==> src/rtl/addsub_pkg.sv <==
// Package: shared widths and status word bit positions for the adder-subtractor.
// Assumes a status word of at least four bits; the upper bits are reserved zero.
package addsub_pkg;
    localparam int DATA_W = 8;
    localparam int STAT_W = 8;
    localparam int FLAG_CARRY = 0;
    localparam int FLAG_ZERO  = 1;
    localparam int FLAG_NEG   = 2;
    localparam int FLAG_OVF   = 3;
    localparam int FLAG_USED  = 4;
endpackage

==> src/rtl/operand_prep.sv <==
// Module: operand_prep
// Conditions the second operand for the shared adder. In subtract mode every
// bit is inverted and the carry-in is forced high. Purely combinational.
module operand_prep #(
    parameter int W = 8
) (
    input  logic [W-1:0] b_in,
    input  logic         sub,
    output logic [W-1:0] b_eff,
    output logic         cin
);
    // One conditional inverter per operand bit.
    for (genvar i = 0; i < W; i++) begin : g_inv
        assign b_eff[i] = b_in[i] ^ sub;
    end

    // Subtract adds the +1 of the twos complement through the carry-in.
    assign cin = sub;
endmodule

==> src/rtl/ripple_adder.sv <==
// Module: ripple_adder
// W-bit ripple-carry adder built from full-adder cells. Besides the carry out
// of the top bit it exposes the carry into the top bit, for overflow detection.
// Assumes W >= 2.
module ripple_adder #(
    parameter int W = 8
) (
    input  logic [W-1:0] a,
    input  logic [W-1:0] b,
    input  logic         cin,
    output logic [W-1:0] sum,
    output logic         c_into_msb,
    output logic         c_out
);
    logic [W:0] chain;

    assign chain[0] = cin;

    // Full-adder cell per bit, carries rippling upward.
    for (genvar i = 0; i < W; i++) begin : g_fa
        assign sum[i]     = a[i] ^ b[i] ^ chain[i];
        assign chain[i+1] = (a[i] & b[i]) | (chain[i] & (a[i] ^ b[i]));
    end

    assign c_into_msb = chain[W-1];
    assign c_out      = chain[W];
endmodule

==> src/rtl/flag_gen.sv <==
// Module: flag_gen
// Builds the status word from an adder result and its top carries.
// Bit positions come from addsub_pkg; reserved bits are driven to 0.
module flag_gen
    import addsub_pkg::*;
#(
    parameter int W  = 8,
    parameter int FW = 8
) (
    input  logic [W-1:0]  sum,
    input  logic          c_into_msb,
    input  logic          c_out,
    output logic [FW-1:0] flags
);
    // Arithmetic flag bits.
    assign flags[FLAG_CARRY] = c_out;
    assign flags[FLAG_ZERO]  = ~|sum;
    assign flags[FLAG_NEG]   = sum[W-1];
    assign flags[FLAG_OVF]   = c_into_msb ^ c_out;

    // Reserved upper bits are tied low.
    for (genvar k = FLAG_USED; k < FW; k++) begin : g_rsv
        assign flags[k] = 1'b0;
    end
endmodule

==> src/rtl/addsub_flags_unit.sv <==
// Module: addsub_flags_unit
// Twos complement adder-subtractor with a registered status word.
// An operation is captured on a rising edge with op_valid high. The result and
// status register then, and res_valid pulses for one cycle after that edge.
// Reset is synchronous and active low. Assumes DATA_W >= 2 and STAT_W >= 4.
module addsub_flags_unit
    import addsub_pkg::*;
#(
    parameter int W  = DATA_W,
    parameter int FW = STAT_W
) (
    input  logic          clk,
    input  logic          rst_n,
    input  logic          op_valid,
    input  logic          op_sub,
    input  logic [W-1:0]  opa,
    input  logic [W-1:0]  opb,
    output logic [W-1:0]  sum_out,
    output logic [FW-1:0] flags_out,
    output logic          res_valid
);
    localparam int MSB = W - 1;

    logic [W-1:0]  b_eff;
    logic          cin;
    logic [W-1:0]  raw_sum;
    logic          c_msb;
    logic          c_top;
    logic [FW-1:0] raw_flags;

    operand_prep #(.W(W)) u_prep (
        .b_in (opb),
        .sub  (op_sub),
        .b_eff(b_eff),
        .cin  (cin)
    );

    ripple_adder #(.W(W)) u_add (
        .a         (opa),
        .b         (b_eff),
        .cin       (cin),
        .sum       (raw_sum),
        .c_into_msb(c_msb),
        .c_out     (c_top)
    );

    flag_gen #(.W(W), .FW(FW)) u_flags (
        .sum       (raw_sum),
        .c_into_msb(c_msb),
        .c_out     (c_top),
        .flags     (raw_flags)
    );

    // Capture the result and status on an accepted operation; clear on reset.
    always_ff @(posedge clk) begin
        if (!rst_n) begin
            sum_out   <= '0;
            flags_out <= '0;
            res_valid <= 1'b0;
        end else begin
            res_valid <= op_valid;
            if (op_valid) begin
                sum_out   <= raw_sum;
                flags_out <= raw_flags;
            end
        end
    end

    // add mode yields the truncated sum.
    a_r2_add_sum: assert property (@(posedge clk) disable iff (!rst_n)
        op_valid && !op_sub |=> sum_out == W'($past(opa) + $past(opb)));

    // subtract mode yields the truncated difference.
    a_r3_sub_diff: assert property (@(posedge clk) disable iff (!rst_n)
        op_valid && op_sub |=> sum_out == W'($past(opa) - $past(opb)));

    // in subtract mode, carry means no borrow.
    a_r4_no_borrow: assert property (@(posedge clk) disable iff (!rst_n)
        op_valid && op_sub |=> flags_out[FLAG_CARRY] == ($past(opa) >= $past(opb)));

    // the zero flag agrees with the captured result.
    a_r5_zero: assert property (@(posedge clk) disable iff (!rst_n)
        res_valid |-> flags_out[FLAG_ZERO] == (sum_out == '0));

    // the negative flag mirrors the result sign.
    a_r6_sign: assert property (@(posedge clk) disable iff (!rst_n)
        res_valid |-> flags_out[FLAG_NEG] == sum_out[MSB]);

    // add overflow means like-signed operands gave a result of the other sign.
    a_r7_add_ovf: assert property (@(posedge clk) disable iff (!rst_n)
        op_valid && !op_sub |=> flags_out[FLAG_OVF] ==
            (($past(opa[MSB]) == $past(opb[MSB])) && (sum_out[MSB] != $past(opa[MSB]))));

    // reserved status bits stay zero.
    a_r8_reserved: assert property (@(posedge clk) disable iff (!rst_n)
        flags_out[FW-1:FLAG_USED] == '0);

    // an accepted operation produces the pulse on the next cycle.
    a_r9_pulse: assert property (@(posedge clk) disable iff (!rst_n)
        op_valid |=> res_valid);

    // with no strobe, the outputs hold and no pulse is produced.
    a_r9_hold: assert property (@(posedge clk) disable iff (!rst_n)
        !op_valid |=> !res_valid && $stable(sum_out) && $stable(flags_out));
endmodule

==> config.mk <==
export PLATFORM = sky130hd
export DESIGN_NAME = addsub_flags_unit
export DESIGN_NICKNAME = d
export VERILOG_FILES = /design/src/rtl/addsub_pkg.sv /design/src/rtl/operand_prep.sv /design/src/rtl/ripple_adder.sv /design/src/rtl/flag_gen.sv /design/src/rtl/addsub_flags_unit.sv
export SDC_FILE = /design/constraint.sdc
export NUM_CORES = 1
export LEC_CHECK = 0
export BUFFER_PORTS_ARGS = -buffer_cell sky130_fd_sc_hd__buf_2
export CELL_PAD_IN_SITES_DETAIL_PLACEMENT = 1
export CELL_PAD_IN_SITES_GLOBAL_PLACEMENT = 1
export CORE_ASPECT_RATIO = 0.6
export CORE_MARGIN = 5
export CORE_UTILIZATION = 30
export DETAILED_ROUTE_END_ITERATION = 8
export PLACE_DENSITY = 0.7
export REMOVE_ABC_BUFFERS = 1
export SKIP_CTS_REPAIR_TIMING = 1
export SYNTH_ARGS = -nofsm -noshare
export SYNTH_HDL_FRONTEND = slang
export SYNTH_SLANG_ARGS = --single-unit
==> constraint.sdc <==
create_clock -name clk -period 6.2 [get_ports clk]
set_clock_uncertainty 0.15 [all_clocks]
set_input_delay 1.24 -clock clk [delete_from_list [all_inputs] [get_ports clk]]
set_output_delay 1.24 -clock clk [all_outputs]
set_load 0.01 [all_outputs]
==> impl_metrics.tcl, run 1 <==
set metrics [dict create \
    rsz0062_at_grt "no" \
    hpwl_mm 1.47 \
    routabilityCongestion 0.692 \
    met1Wirelength_um 703 \
    routed_wl_mm 1.71 \
    die_area_sq_um 3710 \
    setup_viol 0 \
    wl_met3_um 181 \
    cp.arrival_ps 4780 \
    clock_latency_ps 240 \
    drive_gt1_share_pct 35.9 \
    grt_max_degree 20 \
    rows 14 \
    start_kind "input pin" \
    initial_utilization_pct 30.9 \
    avgSynthCellArea_sq_um 10.5 \
    power_density_nw_per_um2 255 \
    r2r_cells 1 \
    hold_path_startpoint "flags_out[1]" \
    cts_buffers 3 \
    synth_warnings 0 \
    grt_overflow_total 0 \
    most-common-layout-cells "buf_2 (32), dfxtp_1 (12), inv_1 (8)" \
    drc 0 \
    clock.fmax_mhz 210 \
    antenna_found_initial 0 \
    ys_seq_elements 12 \
    r2r_slack_ps 5430 \
    synth-seq-area-share_pct 31.2 \
    port_buffers 32 \
    synthesis.area_sq_um 769 \
    timing_hold_violations_final 0 \
    final_nets 131 \
    ys_types 18 \
    maxCapViolCount 0 \
    fin_crit_ps 4760 \
    nFillCells 298 \
    hold_path_class "register to register" \
    grt_usage_pct 10.3 \
    critPathLaunch "op_sub" \
    area_growth_syn_to_layout_pct 24.7 \
    path_class "input pin to register" \
    core-area_sq_um 2490 \
    crit_required_ps 6220 \
    drt_iter0_drc 4 \
    drtPass1Iterations 2 \
    worstReg2RegStart "sum_out[3]" \
    clk_path_buf_depth 2 \
    final_common_cell "buf_2" \
    path_max_fanout 8 \
    first_global_vias 655 \
    cts_tree "done" \
    drtAntennaViolNets 0 \
    critPathCaptureType "register" \
    diodes 0 \
    status "completed" \
    clock-root-buffer "clkbuf_8" \
    irDropWorstVdd_v 0.000130 \
    die_w_um 75.4 \
    vias 582 \
    dr_wl_met2_um 821 \
    routed.top_layer "met3" \
    htree_levels 1 \
    holdPathStages 2 \
    holdWs_ps 315 \
    die_y_um 49.2 \
    synthesis.instances 73 \
    routedWlPerCell_um 12.6 \
    slew_violations 0 \
    final.setup.tns_ps 0 \
    fin_crit_sh_pct 76.9 \
    grt_pass1_wl_mm 2.84 \
    p_leak_uw 0.000525 \
    via_per_inst 4.31 \
    io_pins 37 \
    clkTransAtPathRegs_ps 50 \
    crit_end "flags_out[1]" \
    cts.sinks 12 \
    r2r_end "sum_out[3]" \
]
through the flow:
stage               setup WS (ps)  cell area, sq um  total power (uW)  util [%]  instances
floorplan                    1580               704               134         -         67
global placement             1230               905               161      36.4        131
detailed placement           1150               905               164      36.4        131
CTS                          1390               960               251      38.6        135
global route                 1150               960               264      38.6        135
finish                       1440               960               245      38.6        135
cell type report:
cell class	count	area [sq um]	share of cell area, %
Clock buffer	4	55.1	5.74
Inverter	8	30.0	3.13
Multi-Input combinational cell	47	434	45.2
Sequential cell	12	240	25.0
Tap cell	32	40.0	4.17
Timing Repair Buffer	32	160	16.7
where the power goes:
part / leakage [uW] / internal, uW / switching [uW]
registers: 0.0000993 / 85.4 / 3.80
logic: 0.000397 / 34.6 / 36.8
clock network: 0.0000288 / 56.1 / 28.4
total: 0.000525 / 176 / 69.0
state kept, by name, summed over array words and instances, names as in the netlist:
signal,flops
flags_out,4
res_valid,1
sum_out,7
worst min-delay path by stage:
stage | end
finish | flags_out[1]
global route | sum_out[5]
CTS | flags_out[1]
detailed placement | flags_out[1]
global placement | flags_out[1]
floorplan | flags_out[1]
routing by layer:
metal	global-route usage (%)	vias up
li1	-	283
met1	11.5	276
met2	16.9	23
met3	5.76	0
met4	2.33	0
met5	0	-
synthesized netlist by cell type (all sizes together):
cell	count	area share, %
and2	1	0.98
and4b	2	2.6
buf	9	9.9
conb	1	0.49
dfxtp	12	31
fa	7	18
inv	8	3.9
mux2i	5	6.5
nand2	7	3.4
nand4	1	0.81
nor2b	4	3.3
o211a	6	7.8
o21ai	1	0.65
xnor2	7	8.0
xor2	2	2.3
worst max-delay path: stages:
cell	delay, ps
buf_2	170
xnor2_1	160
fa_1	410
fa_1	380
fa_1	360
inv_1	70
fa_1	150
inv_1	50
fa_1	380
fa_1	410
inv_1	90
fa_1	450
and4b_1	260
nand4_1	90
o21ai_0	90
cell families (layout without fill, tap and decap cells):
| logic type | count (synthesis) | after routing | share of synthesized area (%) |
|---|---|---|---|
| adder cells (fa/ha/maj) | 7 | 7 | 18.2 |
| flip-flops | 12 | 12 | 31.2 |
| XOR/XNOR | 9 | 9 | 10.2 |
| AND/OR/NAND/NOR | 15 | 15 | 11.1 |
| buffers and inverters | 17 | 44 | 13.8 |
| multiplexers | 5 | 5 | 6.50 |
| other | 1 | 4 | 0.487 |
| AO/OA/AOI/OAI | 7 | 7 | 8.45 |
Power figures use the tool's default switching activity.
==> run 2: changes to the inputs <==
Clock period 6.2 ns to 4.8 ns, I/O delays scaled along.
==> run 2 against run 1 <==
Compared with the run above:
- wire length rose by 3.2%
- utilization fell by 0.25 points
- critical path depth did not move
- design area fell by 0.65%
- register-to-register slack got worse by 1400 ps
- highest routed layer is now met4
==> impl_metrics.tcl, run 2 (same netlist as run 1, synthesis figures left out) <==
set metrics [dict create \
    fin_crit_ps 4460 \
    vias 590 \
    drtAntennaViolNets 0 \
    drtPass1Iterations 4 \
    grt_max_degree 20 \
    core-area_sq_um 2490 \
    first_global_vias 658 \
    power_density_nw_per_um2 311 \
    placed_area_sq_um 912 \
    clk_path_buf_depth 2 \
    via_per_inst 4.37 \
    timing_hold_violations_final 0 \
    dp_slack_ps 61.6 \
    routed_wl_mm 1.76 \
    routedWlPerCell_um 13.0 \
    cts.sinks 12 \
    diodes 0 \
    die_area_sq_um 3710 \
    grt_overflow_total 0 \
    drive_gt1_share_pct 35.9 \
    final_common_cell "buf_2" \
    clock-root-buffer "clkbuf_8" \
    final_nets 132 \
    clock_latency_ps 230 \
    rows 14 \
    initial_utilization_pct 30.9 \
    maxCapViolCount 0 \
    cts_buffers 3 \
    p_switching_uw 85.5 \
    htree_levels 1 \
    port_buffers 32 \
    status "completed" \
    io_pins 37 \
    grt_pass1_wl_mm 3.03 \
    irDropWorstVdd_v 0.000153 \
    utilization_pct 38.3 \
    largest_register "sum_out" \
    sequentialPowerShare_pct 39.1 \
    start_kind "input pin" \
    worst_path_most_repeated_cell "fa_1" \
    path_cells "buf_2 -> xnor2_1 -> fa_1 -> fa_1 -> fa_1 -> inv_1 -> fa_1 -> inv_1 -> fa_1 -> fa_1 -> inv_1 -> fa_1 -> and4b_1 -> nand4_1 -> o21ai_0" \
    combinationalPowerShare_pct 31.4 \
    hpwl_mm 1.55 \
    fin_crit_sh_pct 92.9 \
    path_max_fanout 3 \
    nFillCells 303 \
    critPathCaptureType "register" \
    die_w_um 75.4 \
    power.internal_uw 211 \
    clockPowerShare_pct 29.5 \
    clkTransAtPathRegs_ps 50 \
    setup_viol 0 \
    drc 0 \
    die_y_um 49.2 \
    antenna_found_initial 0 \
    fin_cells 135 \
    rsz0062_at_grt "no" \
    most-common-layout-cells "buf_2 (32), dfxtp_1 (12), inv_1 (8)" \
    top_regs "sum_out (7), flags_out (4), res_valid (1)" \
    cts_tree "done" \
    final_cell_area_sq_um 953 \
    timing.final.ws_setup_ps 339 \
    multi_input_area_sq_um 434 \
    routabilityCongestion 0.718 \
    cp.arrival_ps 4470 \
    clock.fmax_mhz 224 \
    crit_required_ps 4810 \
    hold_path_class "register to register" \
    switching_share_pct 28.9 \
    slew_violations 0 \
    largest_reg_flops 7 \
    dp_cells 132 \
    cpPeakStageDelay_ps 450 \
    drt_iter0_drc 12 \
    crit_slowest_cell "fa_1" \
    p_leak_uw 0.000522 \
    grt_usage_pct 11.0 \
    final.setup.tns_ps 0 \
    area_growth_syn_to_layout_pct 23.9 \
    register_area_sq_um 240 \
    path_class "input pin to register" \
]
[run 2: cell types whose count changed in the layout (fill, tap and decap cells not counted)]
cell,delta
buf_4,+1
clkbuf_8,-1
[run 2: stage by stage]
step | total power (uW) | hold slack (ps)
6_report | 296 | 320
3_5_place_dp | 213 | 319
5_1_grt | 323 | 344
4_1_cts | 304 | 327
3_3_place_gp | 209 | 307
2_1_floorplan | 173 | 330
[run 2: layout make-up]
type / count / share of cell area (%)
Clock buffer: 3 / 4.33
Timing Repair Buffer: 33 / 17.6
Multi-Input combinational cell: 47 / 45.5
Tap cell: 32 / 4.20
Sequential cell: 12 / 25.2
Inverter: 8 / 3.15
[run 2: layer usage]
layer	up-vias	GRT usage, %	share of wire [%]
li1	283	-	-
met1	281	13.2	41
met2	24	17.2	47
met3	2	5.97	11
met4	0	2.62	0.57
met5	-	0	0
[run 2: final timing paths]
check,slack [ps],endpoint,startpoint,cells past startpoint
worst max-delay path,340,flags_out[1],op_sub,15
worst min-delay path,320,flags_out[1],flags_out[1],2
worst max register to register,4040,sum_out[3],sum_out[3],1
worst min register to register,320,flags_out[1],flags_out[1],2
[run 2: worst max-delay path, delay by kind of cell]
| family | cells | cell delay, ps |
|---|---|---|
| compound gates | 1 | 90 |
| xor+xnor | 1 | 140 |
| fa+ha+maj | 7 | 2570 |
| buf+inv | 4 | 350 |
| simple gates | 2 | 350 |
[run 2: power by group through the flow]
stage               clock network (uW)  registers [uW]  logic, uW
floorplan                            0             123       49.9
global placement                     0             117       91.2
detailed placement                   0             118       95.6
CTS                               92.1             116       95.8
global route                      98.5             117        107
finish                            87.3             116       93.1
